**config.mk**
```make
export PLATFORM = sky130hd
export DESIGN_NAME = bus_unwedge
export DESIGN_NICKNAME = d
export VERILOG_FILES = /design/src/rtl/unwedge_pkg.sv /design/src/rtl/unwedge_timer.sv /design/src/rtl/unwedge_ctrl.sv /design/src/rtl/bus_unwedge.sv
export SDC_FILE = /design/constraint.sdc
export NUM_CORES = 1
export LEC_CHECK = 0
export ABC_CLOCK_PERIOD_IN_PS = 2240
export CORE_ASPECT_RATIO = 0.75
export CORE_MARGIN = 2
export CORE_UTILIZATION = 55
export DETAILED_ROUTE_END_ITERATION = 12
export GPL_TIMING_DRIVEN = 0
export PLACE_DENSITY = 0.87
export SYNTH_ARGS = -nofsm -noshare
export SYNTH_HDL_FRONTEND = slang
export SYNTH_SLANG_ARGS = --single-unit
```
**constraint.sdc**
```tcl
create_clock -name clk -period 2.24 [get_ports clk]
set_clock_uncertainty 0.1 [all_clocks]
set_input_delay 0.448 -clock clk [delete_from_list [all_inputs] [get_ports clk]]
set_output_delay 0.448 -clock clk [all_outputs]
set_load 0.02 [all_outputs]
```
**src/rtl/unwedge_pkg.sv**
```systemverilog
package unwedge_pkg;
    typedef enum logic [3:0] {
        ST_IDLE,
        ST_RELEASE,
        ST_CLK_LO,
        ST_CLK_HI,
        ST_CHECK,
        ST_SETUP,
        ST_HOLD,
        ST_BUSFREE,
        ST_DONE
    } unwedge_state_t;
endpackage

```
**src/rtl/unwedge_timer.sv**
```systemverilog
module unwedge_timer #(
    parameter int CW = 8
) (
    input  logic          clk,
    input  logic          rst_n,
    input  logic          load_i,
    input  logic [CW-1:0] load_val_i,
    output logic          zero_o
);
    logic [CW-1:0] cnt_q;

    always_ff @(posedge clk or negedge rst_n) begin
        if (!rst_n) begin
            cnt_q <= '0;
        end else if (load_i) begin
            cnt_q <= load_val_i;
        end else if (cnt_q != '0) begin
            cnt_q <= cnt_q - 1'b1;
        end
    end

    assign zero_o = (cnt_q == '0);
endmodule

```
**src/rtl/unwedge_ctrl.sv**
```systemverilog
module unwedge_ctrl
    import unwedge_pkg::*;
#(
    parameter int CW         = 8,
    parameter int NUM_PULSES = 9,
    parameter int PH_CYC     = 10,
    parameter int SU_CYC     = 2,
    parameter int HD_CYC     = 2,
    parameter int BF_CYC     = 60
) (
    input  logic          clk,
    input  logic          rst_n,
    input  logic          start_i,
    input  logic          scl_i,
    input  logic          sda_i,
    input  logic          tmr_zero_i,
    output logic          tmr_load_o,
    output logic [CW-1:0] tmr_val_o,
    output logic          scl_oe_o,
    output logic          sda_oe_o,
    output logic          busy_o,
    output logic          done_o,
    output logic          fail_o,
    output logic          warn_o
);
    localparam int PW = $clog2(NUM_PULSES + 1);
    localparam logic [CW-1:0] PH_LD = CW'(PH_CYC - 1);
    localparam logic [CW-1:0] SU_LD = CW'(SU_CYC - 1);
    localparam logic [CW-1:0] HD_LD = CW'(HD_CYC - 1);
    localparam logic [CW-1:0] BF_LD = CW'(BF_CYC - 1);
    localparam logic [PW-1:0] LAST_P = PW'(NUM_PULSES - 1);

    unwedge_state_t st_q, st_d;
    logic [PW-1:0]  pcnt_q;
    logic           seen_q, fail_q, warn_q;
    logic           seen_now, last_pulse, phase_end;

    assign seen_now   = seen_q | sda_i;
    assign last_pulse = (pcnt_q == LAST_P);
    assign phase_end  = (st_q == ST_CLK_HI) && tmr_zero_i;

    // state register and result flags
    always_ff @(posedge clk or negedge rst_n) begin
        if (!rst_n) begin
            st_q   <= ST_IDLE;
            pcnt_q <= '0;
            seen_q <= 1'b0;
            fail_q <= 1'b0;
            warn_q <= 1'b0;
        end else begin
            st_q <= st_d;
            if (st_q == ST_IDLE && start_i) begin
                pcnt_q <= '0;
                seen_q <= 1'b0;
                fail_q <= 1'b0;
                warn_q <= 1'b0;
            end
            if (phase_end) begin
                seen_q <= seen_now;
                pcnt_q <= pcnt_q + 1'b1;
                if (last_pulse && !seen_now) fail_q <= 1'b1;
            end
            if (st_q == ST_CHECK) warn_q <= !(scl_i && sda_i);
        end
    end

    // next state and timer loads
    always_comb begin
        st_d       = st_q;
        tmr_load_o = 1'b0;
        tmr_val_o  = PH_LD;
        unique case (st_q)
            ST_IDLE: if (start_i) begin
                st_d = ST_RELEASE; tmr_load_o = 1'b1; tmr_val_o = PH_LD;
            end
            ST_RELEASE: if (tmr_zero_i) begin
                st_d = ST_CLK_LO; tmr_load_o = 1'b1; tmr_val_o = PH_LD;
            end
            ST_CLK_LO: if (tmr_zero_i) begin
                st_d = ST_CLK_HI; tmr_load_o = 1'b1; tmr_val_o = PH_LD;
            end
            ST_CLK_HI: if (tmr_zero_i) begin
                if (!last_pulse) begin
                    st_d = ST_CLK_LO; tmr_load_o = 1'b1; tmr_val_o = PH_LD;
                end else if (seen_now) begin
                    st_d = ST_CHECK;
                end else begin
                    st_d = ST_DONE;
                end
            end
            ST_CHECK: begin
                st_d = ST_SETUP; tmr_load_o = 1'b1; tmr_val_o = SU_LD;
            end
            ST_SETUP: if (tmr_zero_i) begin
                st_d = ST_HOLD; tmr_load_o = 1'b1; tmr_val_o = HD_LD;
            end
            ST_HOLD: if (tmr_zero_i) begin
                st_d = ST_BUSFREE; tmr_load_o = 1'b1; tmr_val_o = BF_LD;
            end
            ST_BUSFREE: if (tmr_zero_i) st_d = ST_DONE;
            ST_DONE: st_d = ST_IDLE;
            default: st_d = ST_IDLE;
        endcase
    end

    // outputs
    always_comb begin
        scl_oe_o = (st_q == ST_CLK_LO);
        sda_oe_o = (st_q == ST_HOLD);
        busy_o   = (st_q != ST_IDLE);
        done_o   = (st_q == ST_DONE);
        fail_o   = fail_q;
        warn_o   = warn_q;
    end
endmodule

```
**src/rtl/bus_unwedge.sv**
```systemverilog
module bus_unwedge #(
    parameter int CYCLES_PER_US = 50,
    parameter int PHASE_US      = 5,
    parameter int SETUP_US      = 1,
    parameter int HOLD_US       = 1,
    parameter int BUSFREE_US    = 60,
    parameter int NUM_PULSES    = 9
) (
    input  logic clk,
    input  logic rst_n,
    input  logic start_i,
    input  logic scl_i,
    input  logic sda_i,
    output logic scl_oe_o,
    output logic sda_oe_o,
    output logic busy_o,
    output logic done_o,
    output logic fail_o,
    output logic warn_o
);
    localparam int PH_CYC = PHASE_US * CYCLES_PER_US;
    localparam int SU_CYC = SETUP_US * CYCLES_PER_US;
    localparam int HD_CYC = HOLD_US * CYCLES_PER_US;
    localparam int BF_CYC = BUSFREE_US * CYCLES_PER_US;
    localparam int M1     = (PH_CYC > SU_CYC) ? PH_CYC : SU_CYC;
    localparam int M2     = (HD_CYC > BF_CYC) ? HD_CYC : BF_CYC;
    localparam int MAX_CYC = (M1 > M2) ? M1 : M2;
    localparam int CW     = (MAX_CYC < 2) ? 1 : $clog2(MAX_CYC);

    logic          tmr_load, tmr_zero;
    logic [CW-1:0] tmr_val;

    unwedge_timer #(.CW(CW)) u_timer (
        .clk        (clk),
        .rst_n      (rst_n),
        .load_i     (tmr_load),
        .load_val_i (tmr_val),
        .zero_o     (tmr_zero)
    );

    unwedge_ctrl #(
        .CW(CW), .NUM_PULSES(NUM_PULSES), .PH_CYC(PH_CYC),
        .SU_CYC(SU_CYC), .HD_CYC(HD_CYC), .BF_CYC(BF_CYC)
    ) u_ctrl (
        .clk        (clk),
        .rst_n      (rst_n),
        .start_i    (start_i),
        .scl_i      (scl_i),
        .sda_i      (sda_i),
        .tmr_zero_i (tmr_zero),
        .tmr_load_o (tmr_load),
        .tmr_val_o  (tmr_val),
        .scl_oe_o   (scl_oe_o),
        .sda_oe_o   (sda_oe_o),
        .busy_o     (busy_o),
        .done_o     (done_o),
        .fail_o     (fail_o),
        .warn_o     (warn_o)
    );
endmodule

```
-- Word-level counts from Yosys, hierarchy flattened
Index checks and enable logic that the tools add are counted.
- eq/ne operators: 16
- multiplexer cells: 28
- reductions and logical operators: 15
- add/subtract/negate cells: 2
- bitwise gates (word level): 1
- operators with widths (cell ; number):
    $mux 4 ; 11
    $mux 12 ; 3
    $pmux 12 s3 ; 1
    $pmux 4 s8 ; 1
    $eq 4x3->1 const B ; 4
    $logic_not 12->1 ; 1
    $ne 2x1->1 const B ; 6
    $reduce_bool 12->1 ; 1
    $sub 12x1->12 const B ; 1
    $mux 1 ; 10
    $eq 4x2->1 const B ; 2
    $eq 4x4->1 const B ; 2
    $mux 8 ; 1
    $reduce_and 7->1 ; 1
    $reduce_bool 2->1 ; 3
    $add 4x1->4 const B ; 1
    $eq 4x1->1 const B ; 1
    $logic_and 1x1->1 ; 4
    $logic_not 4->1 ; 1
    $pmux 1 s4 ; 1
    $reduce_bool 4->1 ; 1
    $reduce_or 4->1 ; 1
    $logic_not 1->1 ; 2
    $ne 2x2->1 const B ; 1
    $or 1x1->1 ; 1
- flip-flop bits (word level): 23
- bits of input ports: 5
- output and inout port bits: 6
- logic and storage cells: 68

-- Logic depth before layout (Yosys ltp)
- depth after elaboration: 5
- gate-level depth with buffers: 7
- gate-level depth less buffers: 6

-- Modules after synthesis
A second synthesis with hierarchy kept.
- cells, all modules: 160
- area, all modules: 1512.7 µm²
- by module, submodules not included (module ; cells an instance ; seq. area each (µm²) ; area each (µm²) ; times used):
    unwedge_ctrl ; 88 ; 275.3 ; 782.0 ; 1
    unwedge_timer ; 72 ; 300.3 ; 730.7 ; 1

-- Least setup slack after synthesis
OpenSTA, ideal clock, no wires.
- path type: register -> output
- start point: register u_ctrl.st_q[2]
- end point: output sda_oe_o
- path slack: 0.141 ns
- required time: 1.692 ns
- arrival time: 1.551 ns
- cell stages (with the launch flop): 3
- buffers on the path: 1
- cell sequence: dfrtp_1 -> clkbuf_1 -> nor4bb_1
- word-level cells in the longest chain between the ends: 1
- ends and longest elaborated chain (what ; RTL line ; source):
    start: declaration ; unwedge_ctrl.sv:33 ; unwedge_state_t st_q, st_d;
    start signal: assignment ; unwedge_ctrl.sv:51 ; st_q <= st_d;
    $eq 4x3->1 ; unwedge_ctrl.sv:109 ; sda_oe_o = (st_q == ST_HOLD);
    end: declaration ; bus_unwedge.sv:15 ; output logic sda_oe_o,
No other way between the ends.

-- Final worst setup path
- start point: register u_ctrl.st_q[0]
- end point: output sda_oe_o
The elaborated chain is that of the path after synthesis.

==> impl_summary.txt <==
----------------------------------------------------
[Cells and area]
  Layout overhead on the synthesized area ... 18.4%
  Footprint of the multi-input gates ... 823 um2
  Filler cells ... 181
  Sequential standard cell area ... between 500 and 600 um2
  Layout cell share with drive strength beyond 1 ... between 20% and 30%
  Antenna diodes ... 0
  Share of the core filled with cells ... 69.8%
  NumNets Final ... roughly 170
  Fin cells ... just under 200

[Critical path]
  Slowest cell delay on critical path ... 0.45 ns
  Cell class contributing the biggest share of worst-path delay ... buffers and inverters
  Type of the setup path with the least slack ... flip-flop to output pin
  Total buffers and inverters traversed by the critical path ... 2
  Critical path peak fanout ... 10
  Worst EP required ... 1.69 ns
  Slowest library cell on the worst path ... sky130_fd_sc_hd__dfrtp_1
  Critical path origin ... u_ctrl.st_q[0]$_DFFE_PN0P_
  Arrival @ worst endpoint ... roughly 1.7 ns
  CP endpoint kind ... output pin
  Worst reg2reg startpoint ... u_timer.cnt_q[3]$_DFFE_PN0P_
  Critical path launch point type ... flip-flop
  Sequence of cells on the critical path ... clkbuf_2 > nor4bb_4 > buf_2

[Die]
  Die area ... between 2000 and 3000 um2
  Die Wd ... 61.7 um
  IO Pins ... 11
  Chip height ... ~47 um
  Initial Util ... a little under 60%
  Row count ... 15
  Area of the core ... roughly 2300 um2

[Pwr]
  Leakage power ... between 0.6 and 0.7 nW
  Worst VDD drop ... ~0.00075 V
  Power density cells ... 1170 nW/um2

[Route]
  Initial DRC count ... 53
  Count of nets left with antenna violations after detail routing ... 0
  Vias after detailed routing ... 1301
  Drt drc ... 0
  DRT Pass-1 Iters ... 4
  Via-to-Cell Ratio ... 6.54
  Average wire per standard cell ... 17.0 um
  Total length of routed wires ... 3370 um

[Clocking]
  Clock buffers created by TritonCTS ... 3
  CTS Hold Buffers Added ... 0
  Worst skew pair latency ... 0.32 ns
  TritonCTS sink count ... 23
  Longest Clk Path Bufs ... 2
  CTS tree ... done
  Clock slew seen by the registers of the worst setup and hold paths ... about 0.13 ns
  Count of H-tree levels built during CTS ... 1
  CTS root buffer ... sky130_fd_sc_hd__clkbuf_4

[Synth]
  Count of cell types in the netlist ... 45
  Post-synthesis cell area ... around 1400 um2
  Asr flop ratio synth ... between 90% and 100%
  Number of warnings issued by yosys ... 0
  Most used standard cell by instance count after synthesis ... sky130_fd_sc_hd__dfrtp_1
  Leading cell types by total area after synthesis ... sky130_fd_sc_hd__dfrtp_1 42%, sky130_fd_sc_hd__o21ai_0 3.6%, sky130_fd_sc_hd__nand3_1 3.3%
  Mean Syn Cell Area ... between 9 and 10 um2
  Cell type contributing the most total cell area after synthesis ... sky130_fd_sc_hd__dfrtp_1
  Post-synth top cells ... 23 x sky130_fd_sc_hd__dfrtp_1, 10 x sky130_fd_sc_hd__o21ai_0, 9 x sky130_fd_sc_hd__nand2_1, 9 x sky130_fd_sc_hd__nand3_1, 9 x sky130_fd_sc_hd__nor2_1
  Number of register bits inferred by synthesis ... 23
  Register area share after synthesis ... between 40% and 50%
  Top FF cell, synth ... sky130_fd_sc_hd__dfrtp_1
  Post-synthesis instance total ... about 150
  Synthesized Nets ... around 160
  Fraction of post-synthesis cell area in the top cell type by area ... around two fifths
  Number of flops mapped to enable cells by yosys ... 0

[Timing]
  Count of pins over their slew limit ... 0
  Remaining max-slew budget at the tightest pin ... approximately a third
  Final count of negative-setup-slack endpoints ... 0
  Hold Worst Slack ... between 0.4 and 0.5 ns
  Max Clk Rate ... roughly 450 MHz
  Final worst path period need ... 2.21 ns
  Total count of hold-check failures in the final report ... 0
  Share of the cycle needed by the critical path after routing ... just under 100%
  RSZ-0062 raised after global routing ... true
  Worst-Margin Slew ... 1.00 ns

[Min path]
  Type of the most critical hold path ... flip-flop to flip-flop
  Worst min-delay path startpoint ... u_ctrl.fail_o$_DFF_PN0_

[GRT]
  Global-route wire length before repair ... ~5300 um
  Number of antenna violations at the first check in global routing ... 0
  Number of global-route vias before repair ... about 1200
  Pin count of the biggest net entering global routing ... 24
  Global routing usage summed across all routing layers ... 25.2%
  Congestion Overflow GR ... 0

[Place]
  Number of port buffers ... 10
  Cell Count Post-Placement ... 193
  DPL Wire Length ... about 2300 um
  Last weighted congestion value of the routability-driven placer ... ~0.91

[Outcome]
  Run status ... finished clean

[Flow run]
  Maxcap violations ... 0

----------------------------------------------------
state kept, by name, summed over array words and instances (netlist names):
signal	count
u_ctrl.fail_o	1
u_ctrl.pcnt_q	4
u_ctrl.seen_q	1
u_ctrl.st_q	4
u_ctrl.warn_o	1
u_timer.cnt_q	12
cells in the final DEF, fill, tap and decap left out, types with 4 or more instances in the layout:
cell,netlist,layout
sky130_fd_sc_hd__dfrtp_1,23,21
sky130_fd_sc_hd__a31oi_1,4,4
sky130_fd_sc_hd__clkbuf_4,0,4
sky130_fd_sc_hd__buf_2,1,4
sky130_fd_sc_hd__clkdlybuf4s50_1,0,6
sky130_fd_sc_hd__nand3_1,9,9
sky130_fd_sc_hd__nand2_1,9,9
sky130_fd_sc_hd__nor2_1,9,7
sky130_fd_sc_hd__xnor2_1,4,4
sky130_fd_sc_hd__inv_1,6,6
sky130_fd_sc_hd__o22ai_1,5,5
sky130_fd_sc_hd__o21ai_0,10,10
sky130_fd_sc_hd__nand2b_1,4,4
sky130_fd_sc_hd__a21oi_1,7,6
metal layers:
metal,global-route usage (%),wire length [um],up-vias
met5,0,0,-
met4,9.79,43,0
met3,7.16,310,6
met2,37.7,1570,77
met1,34.8,1450,621
li1,-,-,597
final cells by class:
class	count	area share, %
flip-flops and latches	23	35.6
plain buffers	6	1.93
clock inverters	1	0.308
clock buffers	3	1.39
multi-input cells	114	50.7
well taps	34	2.62
inverters	6	1.39
repair buffers	12	6.09
final timing paths:
kind	endpoint	slack, ns	cells after the start
max	sda_oe_o	0.03	3
min	u_ctrl.fail_o$_DFF_PN0_	0.43	2
max reg2reg	u_timer.cnt_q[9]$_DFFE_PN0P_	0.05	4
min reg2reg	u_ctrl.fail_o$_DFF_PN0_	0.43	2
max in group asynchronous	u_ctrl.st_q[3]$_DFFE_PN0P_	0.81	1
min in group asynchronous	u_timer.cnt_q[6]$_DFFE_PN0P_	0.56	1
repair_timing:
item | 4_1_cts | 5_1_grt
resized for setup | 24 | 11
buffers inserted | 0 | 2
pin swaps | 1 | 0
endpoints found under the setup margin | 16 | 9
metrics by stage:
stage,cell area (um2),power [mW],setup TNS (ns),worst slack [ns]
after CTS,1580,1.83,-0.0167,-0.0106
final,1620,1.91,0,0.0326
after floorplan,1370,1.33,0,0.141
after global routing,1620,2.03,-0.0147,-0.0123
after global placement,1510,1.51,-0.780,-0.398
after detailed placement,1510,1.56,-1.02,-0.385
where the power goes:
| group | internal [mW] | switching, mW |
|---|---|---|
| sequential | 0.566 | 0.214 |
| clock | 0.0670 | 0.132 |
| combinational | 0.411 | 0.515 |
worst register-to-register path, delay by kind of cell (launching register included):
family           cells  cell delay [ns]
DFF                  1             0.48
and+or+nand+nor      4             1.56
cells by family (layout without fill, tap and decap cells):
logic type | count (synthesis) | count (layout) | synth area share, %
XOR/XNOR | 6 | 6 | 3.83
adder cells (fa/ha/maj) | 3 | 3 | 2.74
multiplexers | 2 | 2 | 1.46
buffers and inverters | 12 | 28 | 3.38
flip-flops | 23 | 23 | 42.0
AND/OR/NAND/NOR | 60 | 60 | 25.6
AO/OA/AOI/OAI | 43 | 43 | 21.0
Note: power is estimated with default switching activity, not from simulation.
